===== config.mk =====
export PLATFORM = sky130hd
export DESIGN_NAME = disp_pwr_seq
export DESIGN_NICKNAME = d
export VERILOG_FILES = /design/src/rtl/dps_pkg.sv /design/src/rtl/dps_sticky_flag.sv /design/src/rtl/dps_seq_timer.sv /design/src/rtl/dps_seq_fsm.sv /design/src/rtl/disp_pwr_seq.sv
export SDC_FILE = /design/constraint.sdc
export NUM_CORES = 1
export LEC_CHECK = 0
export BUFFER_PORTS_ARGS = -buffer_cell sky130_fd_sc_hd__buf_2
export CAP_MARGIN = 20
export CORE_ASPECT_RATIO = 0.9
export CORE_MARGIN = 2
export CORE_UTILIZATION = 46
export CTS_CLUSTER_DIAMETER = 40
export DETAILED_ROUTE_END_ITERATION = 6
export PLACE_DENSITY = 0.66
export RECOVER_POWER = 25
export SETUP_SLACK_MARGIN = 0.2
export SKIP_LAST_GASP = 1
export SLEW_MARGIN = 20
export SYNTH_ARGS = -nofsm -noshare
export SYNTH_HDL_FRONTEND = slang
export SYNTH_HIERARCHICAL = 1
export SYNTH_SLANG_ARGS = --single-unit

===== constraint.sdc =====
create_clock -name clk -period 2.85 [get_ports clk]
set_input_delay 0.285 -clock clk [delete_from_list [all_inputs] [get_ports clk]]
set_output_delay 0.285 -clock clk [all_outputs]
set_load 0.05 [all_outputs]

===== src/rtl/dps_pkg.sv =====
package dps_pkg;

  typedef enum logic [3:0] {
    S_IDLE,
    S_RESET,
    S_SEND_OFF,
    S_SEND_INIT,
    S_SEND_CLR,
    S_HV_SETTLE,
    S_SEND_ON,
    S_RUN,
    S_DOWN_OFF,
    S_HV_DRAIN
  } seq_state_e;

  typedef enum logic [1:0] {
    OP_DISP_OFF = 2'd0,
    OP_INIT     = 2'd1,
    OP_CLEAR    = 2'd2,
    OP_DISP_ON  = 2'd3
  } cmd_op_e;

  function automatic logic is_cmd_state(input seq_state_e s);
    return (s == S_SEND_OFF) || (s == S_SEND_INIT) || (s == S_SEND_CLR) ||
           (s == S_SEND_ON)  || (s == S_DOWN_OFF);
  endfunction

  function automatic cmd_op_e op_for_state(input seq_state_e s);
    case (s)
      S_SEND_INIT: return OP_INIT;
      S_SEND_CLR:  return OP_CLEAR;
      S_SEND_ON:   return OP_DISP_ON;
      default:     return OP_DISP_OFF;
    endcase
  endfunction

  function automatic logic is_timed_state(input seq_state_e s);
    return (s == S_RESET) || (s == S_HV_SETTLE) || (s == S_HV_DRAIN);
  endfunction

endpackage


===== src/rtl/dps_sticky_flag.sv =====
module dps_sticky_flag (
  input  logic clk,
  input  logic rst,
  input  logic set_i,
  input  logic clr_i,
  output logic flag_o
);

  always_ff @(posedge clk) begin
    if (rst)        flag_o <= 1'b0;
    else if (clr_i) flag_o <= 1'b0;
    else if (set_i) flag_o <= 1'b1;
  end

endmodule


===== src/rtl/dps_seq_timer.sv =====
module dps_seq_timer #(
  parameter int unsigned SHORT_CYC = 16,
  parameter int unsigned LONG_CYC  = 1000
) (
  input  logic clk,
  input  logic rst,
  input  logic run_i,
  input  logic long_i,
  output logic done_o
);

  localparam int unsigned MAX_CYC = (LONG_CYC > SHORT_CYC) ? LONG_CYC : SHORT_CYC;
  localparam int unsigned CW      = $clog2(MAX_CYC + 1);
  localparam logic [CW-1:0] SHORT_LAST = CW'(SHORT_CYC - 1);
  localparam logic [CW-1:0] LONG_LAST  = CW'(LONG_CYC - 1);

  logic [CW-1:0] cnt_q;
  logic [CW-1:0] last;

  generate
    if (SHORT_CYC == LONG_CYC) begin : g_one_len
      assign last = LONG_LAST;
    end else begin : g_two_len
      assign last = long_i ? LONG_LAST : SHORT_LAST;
    end
  endgenerate

  assign done_o = run_i && (cnt_q == last);

  always_ff @(posedge clk) begin
    if (rst || !run_i) cnt_q <= '0;
    else if (!done_o)  cnt_q <= cnt_q + 1'b1;
  end

endmodule


===== src/rtl/dps_seq_fsm.sv =====
module dps_seq_fsm
  import dps_pkg::*;
(
  input  logic    clk,
  input  logic    rst,
  input  logic    on_req_i,
  input  logic    off_pend_i,
  input  logic    recover_i,
  input  logic    cmd_done_i,
  input  logic    tmr_done_i,
  output logic    tmr_run_o,
  output logic    tmr_long_o,
  output logic    off_clr_o,
  output logic    logic_en_o,
  output logic    hv_en_o,
  output logic    panel_rst_n_o,
  output logic    cmd_req_o,
  output cmd_op_e cmd_op_o,
  output logic    panel_on_o,
  output logic    busy_o
);

  seq_state_e state_q, state_d;
  logic       hv_d;
  logic       ack;

  assign ack        = is_cmd_state(state_q) && cmd_done_i;
  assign tmr_run_o  = is_timed_state(state_q);
  assign tmr_long_o = (state_q != S_RESET);
  assign off_clr_o  = (state_q == S_IDLE) || (state_q == S_DOWN_OFF);

  always_comb begin
    state_d = state_q;
    hv_d    = hv_en_o;
    unique case (state_q)
      S_IDLE: begin
        if (on_req_i && !off_pend_i) state_d = S_RESET;
      end
      S_RESET: begin
        if (tmr_done_i) state_d = off_pend_i ? S_DOWN_OFF : S_SEND_OFF;
      end
      S_SEND_OFF: begin
        if (ack) state_d = off_pend_i ? S_DOWN_OFF : S_SEND_INIT;
      end
      S_SEND_INIT: begin
        if (ack) state_d = off_pend_i ? S_DOWN_OFF : S_SEND_CLR;
      end
      S_SEND_CLR: begin
        if (ack) begin
          if (off_pend_i)   state_d = S_DOWN_OFF;
          else if (hv_en_o) state_d = S_SEND_ON;
          else begin
            state_d = S_HV_SETTLE;
            hv_d    = 1'b1;
          end
        end
      end
      S_HV_SETTLE: begin
        if (off_pend_i)      state_d = S_DOWN_OFF;
        else if (tmr_done_i) state_d = S_SEND_ON;
      end
      S_SEND_ON: begin
        if (ack) state_d = off_pend_i ? S_DOWN_OFF : S_RUN;
      end
      S_RUN: begin
        if (off_pend_i)     state_d = S_DOWN_OFF;
        else if (recover_i) state_d = S_RESET;
      end
      S_DOWN_OFF: begin
        if (ack) begin
          if (hv_en_o) begin
            state_d = S_HV_DRAIN;
            hv_d    = 1'b0;
          end else begin
            state_d = S_IDLE;
          end
        end
      end
      S_HV_DRAIN: begin
        if (tmr_done_i) state_d = S_IDLE;
      end
      default: state_d = S_IDLE;
    endcase
    if (state_d == S_IDLE) hv_d = 1'b0;
  end

  always_ff @(posedge clk) begin
    if (rst) begin
      state_q       <= S_IDLE;
      hv_en_o       <= 1'b0;
      logic_en_o    <= 1'b0;
      panel_rst_n_o <= 1'b0;
      cmd_req_o     <= 1'b0;
      cmd_op_o      <= OP_DISP_OFF;
      panel_on_o    <= 1'b0;
      busy_o        <= 1'b0;
    end else begin
      state_q       <= state_d;
      hv_en_o       <= hv_d;
      logic_en_o    <= (state_d != S_IDLE);
      panel_rst_n_o <= (state_d != S_IDLE) && (state_d != S_RESET);
      cmd_req_o     <= is_cmd_state(state_d);
      cmd_op_o      <= op_for_state(state_d);
      panel_on_o    <= (state_d == S_RUN);
      busy_o        <= (state_d != S_IDLE) && (state_d != S_RUN);
    end
  end

endmodule


===== src/rtl/disp_pwr_seq.sv =====
module disp_pwr_seq
  import dps_pkg::*;
#(
  parameter int unsigned CLK_KHZ    = 100000,
  parameter int unsigned SETTLE_MS  = 100,
  parameter int unsigned RST_CYCLES = 16
) (
  input  logic       clk,
  input  logic       rst,
  input  logic       pwr_on_req,
  input  logic       pwr_off_req,
  input  logic       recover,
  input  logic       cmd_done,
  output logic       logic_en,
  output logic       hv_en,
  output logic       panel_rst_n,
  output logic       cmd_req,
  output logic [1:0] cmd_op,
  output logic       panel_on,
  output logic       busy
);

  localparam int unsigned SETTLE_CYC = CLK_KHZ * SETTLE_MS;

  logic    off_pend_q, off_clr, off_pend;
  logic    tmr_run, tmr_long, tmr_done;
  cmd_op_e op_e;

  assign off_pend = off_pend_q | pwr_off_req;
  assign cmd_op   = op_e;

  dps_sticky_flag u_off_flag (
    .clk    (clk),
    .rst    (rst),
    .set_i  (pwr_off_req),
    .clr_i  (off_clr),
    .flag_o (off_pend_q)
  );

  dps_seq_timer #(
    .SHORT_CYC (RST_CYCLES),
    .LONG_CYC  (SETTLE_CYC)
  ) u_timer (
    .clk    (clk),
    .rst    (rst),
    .run_i  (tmr_run),
    .long_i (tmr_long),
    .done_o (tmr_done)
  );

  dps_seq_fsm u_fsm (
    .clk           (clk),
    .rst           (rst),
    .on_req_i      (pwr_on_req),
    .off_pend_i    (off_pend),
    .recover_i     (recover),
    .cmd_done_i    (cmd_done),
    .tmr_done_i    (tmr_done),
    .tmr_run_o     (tmr_run),
    .tmr_long_o    (tmr_long),
    .off_clr_o     (off_clr),
    .logic_en_o    (logic_en),
    .hv_en_o       (hv_en),
    .panel_rst_n_o (panel_rst_n),
    .cmd_req_o     (cmd_req),
    .cmd_op_o      (op_e),
    .panel_on_o    (panel_on),
    .busy_o        (busy)
  );

endmodule


==> flow_summary.json, run 1 <==
{
  "status": "complete, no violations",
  "grt_max_degree": 25,
  "antenna_found_initial": 0,
  "clockBufferDepth": 2,
  "crit_type": "flop to flop",
  "postRouteAntennaNets": 0,
  "peakVddDrop_mv": 0.378,
  "r2r_start": "u_timer/cnt_q[12]$_SDFFE_PP0N_",
  "h-tree-depth": 2,
  "r2r_setup_slack_ns": 0.32,
  "tightest_slew_ns": 0.932,
  "port_buffers": 13,
  "crit_arrival_ns": 2.70,
  "syn-cell-area_um2": 2050,
  "slew_viol_final": 0,
  "synth_cell_types": 57,
  "hold_ws_ns": 0.247,
  "cts_buffers": 5,
  "fmax_ghz": 0.396,
  "first_global_vias": 1549,
  "hp-class": "primary input to flop",
  "holdCritStartpoint": "pwr_off_req",
  "synth_top_area_frac": 0.362,
  "max_cap_violations": 0,
  "drt_wl_total_um": 4310,
  "async_reset_ff_frac": 0,
  "diodes": 0,
  "ios": 14,
  "p_per_area_nw_per_um2": 501,
  "min_path_cells": 3,
  "nFillCells": 424,
  "layout.nets": 267,
  "synth.most_common_cell": "dfxtp_1",
  "clkLatencyLatePin_ns": 0.29,
  "via_per_inst": 5.60,
  "min_to": "u_off_flag/flag_o$_SDFFE_PP0P_",
  "r2r_cells": 7,
  "grt_pass1_wl_um": 7150,
  "synth_top_area_cell": "dfxtp_1",
  "multi_input_area_um2": 1240,
  "cpMaxStageDelayCell": "or4_1",
  "drt_pass1_iterations": 5,
  "ys_seq_area_frac": 0.362,
  "cpMostUsedCell": "nor4_4",
  "setup_viol": 0,
  "grt_util_all_layers": 0.184,
  "drt_iter0_markers": 106,
  "stdcell_count": 321,
  "switching_share": 0.221,
  "grt_overflow": 0,
  "finalClockSkew_ns": 0.00555,
  "synthFlopType": "dfxtp_1",
  "netlist_top_cells_count": "dfxtp_1, nor2_1, a21oi_1, nand2_1, nor3_1",
  "area_growth_pct": 13.5,
  "die_x_um": 74.3,
  "globalplace.congestion": 0.828,
  "die_y_um": 67.3,
  "core_um2": 4180,
  "cts_tree": "built",
  "comb_power_share": 0.075,
  "postCtsHoldBufs": 0,
  "ff_latch_area_um2": 741,
  "cts_sinks": 37,
  "synth_edf_count": 0,
  "seqPwrFrac": 0.452,
  "power.internal_uw": 905,
  "rsz0062_at_grt": "false",
  "relSlewSlack": 0.379,
  "initial_core_util": 0.489,
  "synthCells": 248,
  "final_util": 0.555,
  "finalWorstSetupSlack_ns": 0.322,
  "num_rows": 22,
  "final_layout_size_suffix_gt1_frac": 0.157,
  "synth_area_leaders": "dfxtp_1, nor2_1, a21oi_1, xnor2_1, nor3_1",
  "place_ws_ns": 0.268,
  "finalCritPeriodShare": 0.887,
  "syn-num-nets": 255,
  "finalHoldViolCount": 0,
  "crit_path_end_kind": "flop",
  "p_switching_uw": 257,
  "min_period_ns": 2.53,
  "p_clk_frac": 0.473,
  "worstPathRequired_ns": 3.02,
  "wl_per_cell_um": 13.4,
  "power_leakage_uw": 0.000751,
  "yosysWarnings": 6,
  "cp_max_fo": 6,
  "final.setup.tns_ns": 0,
  "critical_path.cell_chain": "or4_1 -> o22a_1 -> nor4_4 -> nor4b_1 -> o31a_1 -> nor4_4 -> a211oi_1",
  "clk_pin_slew_ns": 0.08,
  "num_vias": 1799,
  "slowest_delay_ns": 0.53,
  "avgSynthCellArea_um2": 8.25,
  "place_inst": 312,
  "cts.root.buffer_cell": "clkbuf_8",
  "drcViolationCount": 0,
  "ys_ff_latch": 37,
  "die_area_um2": 5000,
  "worstSetupStartpointType": "flop",
  "r2r-end": "u_fsm/busy_o$_SDFF_PP0_",
  "hpwlAfterDp_um": 3010
}
-- final cells by class --
cell class,instances,area share
flip-flops and latches,37,0.319
clock buffers,5,0.0296
multi-input cells,190,0.536
clock inverters,3,0.0296
repair buffers,19,0.0415
inverters,7,0.0113
well taps,60,0.0323
-- cells by family (layout without fill, tap and decap cells) --
family	after synthesis	count (layout)	synth area share
compound gates	59	59	0.198
xor+xnor	14	14	0.0599
fa+ha+maj	1	1	0.00612
buf+inv	21	34	0.0453
flops	37	37	0.362
mux	2	2	0.00979
simple gates	114	114	0.319
-- power by group through the flow --
stage	Clock, uW	Combinational [uW]	Sequential [uW]
floorplan	0	56.3	547
global placement	0	85.6	537
detailed placement	0	84.3	537
CTS	562	85.2	525
global route	585	95.4	526
finish	550	87.6	525
-- worst max-delay path by stage --
stage	depth (start not counted)	slack [ns]	from	to
floorplan	11	0.21	u_fsm/state_q[0]$_SDFF_PP0_	u_fsm/busy_o$_SDFF_PP0_
finish	7	0.32	u_timer/cnt_q[12]$_SDFFE_PP0N_	u_fsm/busy_o$_SDFF_PP0_
global placement	8	0.28	u_timer/cnt_q[12]$_SDFFE_PP0N_	u_fsm/cmd_req_o$_SDFF_PP0_
global route	9	0.16	u_fsm/state_q[0]$_SDFF_PP0_	u_fsm/busy_o$_SDFF_PP0_
detailed placement	7	0.27	u_timer/cnt_q[12]$_SDFFE_PP0N_	u_fsm/busy_o$_SDFF_PP0_
CTS	7	0.25	u_timer/cnt_q[12]$_SDFFE_PP0N_	u_fsm/busy_o$_SDFF_PP0_
-- layer usage --
layer	vias to the layer above	global-route usage	share of wire
li1	916	-	-
met5	-	0	0
met3	2	0.0418	0.048
met2	37	0.273	0.41
met1	844	0.267	0.54
met4	0	0.0536	0.0039
-- what timing repair did --
item                                    4_1_cts  5_1_grt
setup buffers                                 0        1
gates resized for setup                       0        5
endpoints found under the setup margin        0        7
-- critical path, delay by kind of cell, from the launching register on --
| family | cells | cell delay [ns] |
|---|---|---|
| and+or+nand+nor | 4 | 1.36 |
| AOI/OAI and AO/OA | 3 | 0.69 |
| DFF | 1 | 0.36 |
-- registers in the layout, summed over array words and instances (netlist names) --
| name | cells |
|---|---|
| u_fsm/cmd_op_o | 2 |
| u_fsm/busy_o | 1 |
| u_fsm/state_q | 4 |
| u_fsm/hv_en_o | 1 |
| u_fsm/panel_on_o | 1 |
| u_off_flag/flag_o | 1 |
| u_timer/cnt_q | 24 |
| u_fsm/cmd_req_o | 1 |
| u_fsm/panel_rst_n_o | 1 |
| u_fsm/logic_en_o | 1 |
-- cells in the final DEF, fill, tap and decap left out, types with 3 or more instances in the layout --
| cell type | Yosys | layout |
|---|---|---|
| inv_1 | 7 | 7 |
| xor2_1 | 4 | 4 |
| xnor2_1 | 10 | 10 |
| nor3b_1 | 3 | 3 |
| and3_2 | 3 | 3 |
| buf_4 | 1 | 5 |
| nor4_1 | 4 | 4 |
| o21ai_0 | 11 | 11 |
| o21a_1 | 3 | 3 |
| nand4_1 | 4 | 4 |
| clkbuf_1 | 9 | 9 |
| nand2b_1 | 6 | 6 |
| a21o_1 | 3 | 3 |
| buf_2 | 2 | 5 |
| nor3_1 | 12 | 12 |
| or3_2 | 6 | 6 |
| dfxtp_1 | 37 | 37 |
| a21oi_1 | 19 | 19 |
| nor2_1 | 28 | 28 |
| nand3_1 | 9 | 9 |
| or4_1 | 3 | 3 |
| nor2b_1 | 6 | 6 |
| nand2_1 | 13 | 13 |
| clkbuf_8 | 0 | 5 |
-- through the flow --
step                total power, uW  area (um2)
floorplan                       604        2050
global placement                622        2160
detailed placement              621        2160
CTS                            1170        2290
global route                   1210        2320
finish                         1160        2320
(Power assumes the default switching activity.)
==> run 2, diff against run 1 <==
- PLACE_DENSITY: 0.66 -> default
- clock period: 2.85 -> 2.6 ns (I/O delays scaled with it)
==> flow_summary.json, run 2 (synthesis gave the netlist of run 1 again) <==
{
  "cp-startpoint": "u_fsm/state_q[0]$_SDFF_PP0_",
  "hp-class": "primary input to flop",
  "multi_input_area_um2": 1280,
  "seqPwrFrac": 0.527,
  "cts_sinks": 37,
  "r2r_start": "u_fsm/state_q[0]$_SDFF_PP0_",
  "grt_pass1_wl_um": 7440,
  "num_rows": 22,
  "globalplace.congestion": 0.814,
  "grt_max_degree": 20,
  "final_layout_size_suffix_gt1_frac": 0.211,
  "num_vias": 1842,
  "switching_share": 0.264,
  "drcViolationCount": 0,
  "p_clk_frac": 0.374,
  "ff_latch_area_um2": 747,
  "crit_type": "flop to flop",
  "final_common_cell": "dfxtp_1",
  "setup_viol": 0,
  "antenna_found_initial": 0,
  "hold_ws_ns": 0.212,
  "total_power_uw": 1090,
  "cts_buffers": 5,
  "status": "complete, no violations",
  "port_buffers": 13,
  "initial_core_util": 0.489,
  "reg.largest.list": "u_timer/cnt_q x24, u_fsm/state_q x4, u_fsm/cmd_op_o x2",
  "fmax_ghz": 0.405,
  "first_global_vias": 1577,
  "cts_tree": "built",
  "layout.nets": 272,
  "area_growth_pct": 15.2,
  "crit_arrival_ns": 2.63,
  "worstPathRequired_ns": 2.77,
  "top_register": "u_timer/cnt_q",
  "power_leakage_uw": 0.000759,
  "core_um2": 4180,
  "comb_power_share": 0.099,
  "postRouteAntennaNets": 0,
  "p_switching_uw": 288,
  "drt_pass1_iterations": 4,
  "cts.root.buffer_cell": "clkbuf_8",
  "finalCritPeriodShare": 0.949,
  "grt_util_all_layers": 0.196,
  "clk_pin_slew_ns": 0.08,
  "die_area_um2": 5000,
  "grt_overflow": 0,
  "layout_common_cells": "dfxtp_1, nor2_1, a21oi_1",
  "slew_viol_final": 0,
  "clockBufferDepth": 2,
  "drt_wl_total_um": 4570,
  "p_per_area_nw_per_um2": 462,
  "drt_iter0_markers": 148,
  "via_per_inst": 5.65,
  "clkLatencyLatePin_ns": 0.29,
  "worstSetupStartpointType": "flop",
  "relSlewSlack": 0.418,
  "rsz0062_at_grt": "true",
  "cp_max_fo": 4,
  "peakVddDrop_mv": 0.333,
  "holdCritStartpoint": "pwr_off_req",
  "h-tree-depth": 2,
  "finalHoldViolCount": 0,
  "tightest_slew_ns": 0.872,
  "nFillCells": 424,
  "diodes": 0,
  "largest_reg_flops": 24,
  "finalClockSkew_ns": 0.00530,
  "hpwlAfterDp_um": 3160,
  "final.setup.tns_ns": 0,
  "min_period_ns": 2.47,
  "wl_per_cell_um": 14.0,
  "die_x_um": 74.3,
  "die_y_um": 67.3,
  "max_cap_violations": 0,
  "ios": 14,
  "power.internal_uw": 801,
  "crit_path_end_kind": "flop"
}
-- run 2: cell types whose count changed in the layout (fill, tap and decap cells not counted), sizes merged --
cell,previous run,this run
buf,10,15
bufinv,2,0
clkinv,0,1
clkinvlp,0,1
-- run 2: metrics by stage --
stage	worst slack, ns	std cells	util	area, um2
2_1_floorplan	0.0714	248	-	2090
3_3_place_gp	0.118	315	0.526	2200
3_5_place_dp	0.129	315	0.526	2200
4_1_cts	0.135	325	0.554	2320
5_1_grt	0.00252	326	0.563	2360
6_report	0.132	326	0.563	2360
-- run 2: repair_timing --
action / in CTS / in global routing
hold buffers: 0 / 0
gates resized for setup: 4 / 9
buffers inserted: 2 / 1
endpoints found under the setup margin: 5 / 9
pin swaps: 8 / 7
-- run 2: per-layer routing --
layer,wire [um],GRT usage,part of all wire,up-vias
li1,-,-,-,935
met1,2460,0.297,0.54,857
met2,1790,0.271,0.39,43
met3,276,0.0463,0.060,7
met4,48,0.0647,0.010,0
met5,0,0,0,-
-- run 2: final timing paths --
check,cells after the start,end,slack [ns]
worst max-delay path,10,u_fsm/busy_o$_SDFF_PP0_,0.13
worst max register to register,10,u_fsm/busy_o$_SDFF_PP0_,0.13
worst min-delay path,3,u_off_flag/flag_o$_SDFFE_PP0P_,0.21
worst min register to register,2,u_off_flag/flag_o$_SDFFE_PP0P_,0.50
-- run 2: layout make-up --
type | count | share of cell area
multi-input combinational | 190 | 0.545
sequential | 37 | 0.317
timing repair buffer | 24 | 0.0568
tap | 60 | 0.0318
clock buffer | 5 | 0.0292
inverter | 7 | 0.0111
clock inverter | 3 | 0.00902
-- run 2: power by group through the flow --
stage | registers [uW] | logic [uW] | clock network (uW)
2_1_floorplan | 600 | 65.0 | 0
3_3_place_gp | 589 | 99.6 | 0
3_5_place_dp | 589 | 98.2 | 0
4_1_cts | 574 | 100 | 421
5_1_grt | 575 | 117 | 444
6_report | 574 | 108 | 407
-- run 2: critical path: stages, from the launching register on --
cell      delay, ns
dfxtp_1        0.34
inv_1          0.07
a211oi_2       0.21
nor4b_4        0.23
nand4_1        0.18
nor4_4         0.36
buf_4          0.18
nor4b_2        0.05
o31a_1         0.30
nor4_4         0.31
a211oi_1       0.12
==> run 3, diff against run 2 <==
- SYNTH_HIERARCHICAL: 1 -> default
- clock period: 2.6 -> 3.2 ns (I/O delays scaled with it)
==> flow_summary.json, run 3 <==
{
  "layout.nets": 263,
  "post_dp_cell_area_um2": 2090,
  "slew_viol_final": 0,
  "finalHoldViolCount": 0,
  "synthCells": 247,
  "peakVddDrop_mv": 0.297,
  "first_global_vias": 1540,
  "grt_max_degree": 25,
  "fmax_ghz": 0.383,
  "crit_arrival_ns": 2.80,
  "num_rows": 22,
  "cts_sinks": 37,
  "finalClockSkew_ns": 0.00551,
  "synth_top_area_cell": "dfxtp_1",
  "die_area_um2": 4890,
  "synth_edf_count": 0,
  "synth_area_leaders": "dfxtp_1, nor2_1, xnor2_1, nand2_1, a21oi_1",
  "p_switching_uw": 215,
  "final_common_cell": "dfxtp_1",
  "clkLatencyLatePin_ns": 0.29,
  "setup_viol": 0,
  "grt_overflow": 0,
  "postCtsSetupBuffers": 0,
  "ys_seq_area_frac": 0.371,
  "drt_wl_total_um": 4450,
  "postCtsHoldBufs": 0,
  "yosysWarnings": 0,
  "cp_max_fo": 18,
  "cts.root.buffer_cell": "clkbuf_8",
  "die_y_um": 66.5,
  "relSlewSlack": 0.115,
  "ff_latch_area_um2": 741,
  "die_x_um": 73.5,
  "synth_top_area_frac": 0.371,
  "synth_cell_types": 48,
  "hp-class": "primary input to flop",
  "async_reset_ff_frac": 0,
  "worstPathRequired_ns": 3.39,
  "status": "complete, no violations",
  "h-tree-depth": 2,
  "antenna_found_initial": 0,
  "ios": 14,
  "largest_reg_flops": 24,
  "min_period_ns": 2.61,
  "syn-cell-area_um2": 2000,
  "clockBufferDepth": 2,
  "ys_ff_latch": 37,
  "reg.largest.list": "u_timer.cnt_q x24, u_fsm.state_q x4, u_fsm.cmd_op_o x2",
  "nFillCells": 413,
  "globalplace.congestion": 0.825,
  "crit_type": "flop to flop",
  "postRouteAntennaNets": 0,
  "drt_pass1_iterations": 5,
  "final.setup.tns_ns": 0,
  "crit_path_end_kind": "flop",
  "final_layout_size_suffix_gt1_frac": 0.125,
  "comb_power_share": 0.060,
  "rsz0062_at_grt": "false",
  "core_um2": 4130,
  "diodes": 0,
  "p_per_area_nw_per_um2": 422,
  "power.internal_uw": 713,
  "postCtsResizedCells": 0,
  "via_per_inst": 5.78,
  "drt_iter0_markers": 160,
  "seqPwrFrac": 0.502,
  "finalCritPeriodShare": 0.816,
  "num_vias": 1764,
  "top_register": "u_timer.cnt_q",
  "power_leakage_uw": 0.000728,
  "layout_common_cells": "dfxtp_1, nor2_1, nand2_1, a21oi_1, xnor2_1",
  "initial_core_util": 0.484,
  "multi_input_area_um2": 1170,
  "cts_tree": "built",
  "wl_per_cell_um": 14.6,
  "area_growth_pct": 10.0,
  "synth.most_common_cell": "dfxtp_1",
  "clk_pin_slew_ns": 0.08,
  "port_buffers": 13,
  "max_cap_violations": 0,
  "total_power_uw": 929,
  "finalWorstSetupSlack_ns": 0.589,
  "cts_buffers": 5,
  "tightest_slew_ns": 1.33,
  "worstSetupStartpointType": "flop",
  "hpwlAfterDp_um": 3190,
  "syn-num-nets": 254,
  "avgSynthCellArea_um2": 8.09,
  "finalInstanceArea_um2": 2200,
  "drcViolationCount": 0,
  "p_clk_frac": 0.438,
  "grt_util_all_layers": 0.202,
  "switching_share": 0.232,
  "netlist_top_cells_count": "dfxtp_1, nor2_1, nand2_1, a21oi_1, xnor2_1",
  "grt_pass1_wl_um": 7600,
  "place_ws_ns": 0.602,
  "synthFlopType": "dfxtp_1"
}
==> run 3: power by group through the flow <==
stage / clock network, uW / logic [uW] / registers, uW
2_1_floorplan: 0 / 36.0 / 483
3_3_place_gp: 0 / 56.2 / 477
3_5_place_dp: 0 / 55.5 / 477
4_1_cts: 419 / 55.7 / 466
5_1_grt: 439 / 62.2 / 466
6_report: 407 / 55.7 / 466
==> run 3: worst paths after layout <==
kind,to,cells after the start,start,slack (ns)
setup / recovery,u_timer.cnt_q[23]$_SDFFE_PP0N_,7,u_fsm.state_q[3]$_SDFF_PP0_,0.59
hold / removal,u_fsm.state_q[0]$_SDFF_PP0_,2,rst,0.37
setup reg to reg,u_timer.cnt_q[23]$_SDFFE_PP0N_,7,u_fsm.state_q[3]$_SDFF_PP0_,0.59
hold reg to reg,u_timer.cnt_q[3]$_SDFFE_PP0N_,2,u_timer.cnt_q[3]$_SDFFE_PP0N_,0.53
==> run 3: cell type report <==
cell class / instances / area share
inverters: 4 / 0.00683
repair buffers: 18 / 0.0421
flip-flops and latches: 37 / 0.337
well taps: 48 / 0.0273
multi-input cells: 190 / 0.534
clock inverters: 3 / 0.0211
clock buffers: 5 / 0.0313
==> run 3: metrics by stage <==
step | hold slack (ns) | std cells | util
final | 0.375 | 305 | 0.532
after CTS | 0.362 | 305 | 0.535
after global placement | 0.499 | 297 | 0.507
after detailed placement | 0.517 | 297 | 0.507
after floorplan | 0.485 | 247 | -
after global routing | 0.375 | 305 | 0.532
==> run 3: critical path, cell delays in order (launching register included) <==
cell and delay, ns:
dfxtp_1 0.49, nor4b_1 0.41, or4_1 0.22, a211oi_2 0.10
buf_4 0.17, nor4_2 0.70, a31oi_1 0.19, a41o_1 0.23
==> run 3: cells by family after synthesis <==
| logic type | synth area share |
|---|---|
| AO/OA/AOI/OAI | 0.152 |
| XOR/XNOR | 0.0570 |
| adder cells (fa/ha/maj) | 0.00626 |
| buffers and inverters | 0.0413 |
| flip-flops | 0.371 |
| multiplexers | 0.0100 |
| AND/OR/NAND/NOR | 0.363 |
==> run 3: metal layers <==
layer | GRT usage | part of all wire | vias up
met3 | 0.0499 | 0.039 | 2
met5 | 0 | 0 | -
met1 | 0.330 | 0.56 | 812
met2 | 0.256 | 0.40 | 37
met4 | 0.0477 | 0.0013 | 0
li1 | - | - | 913
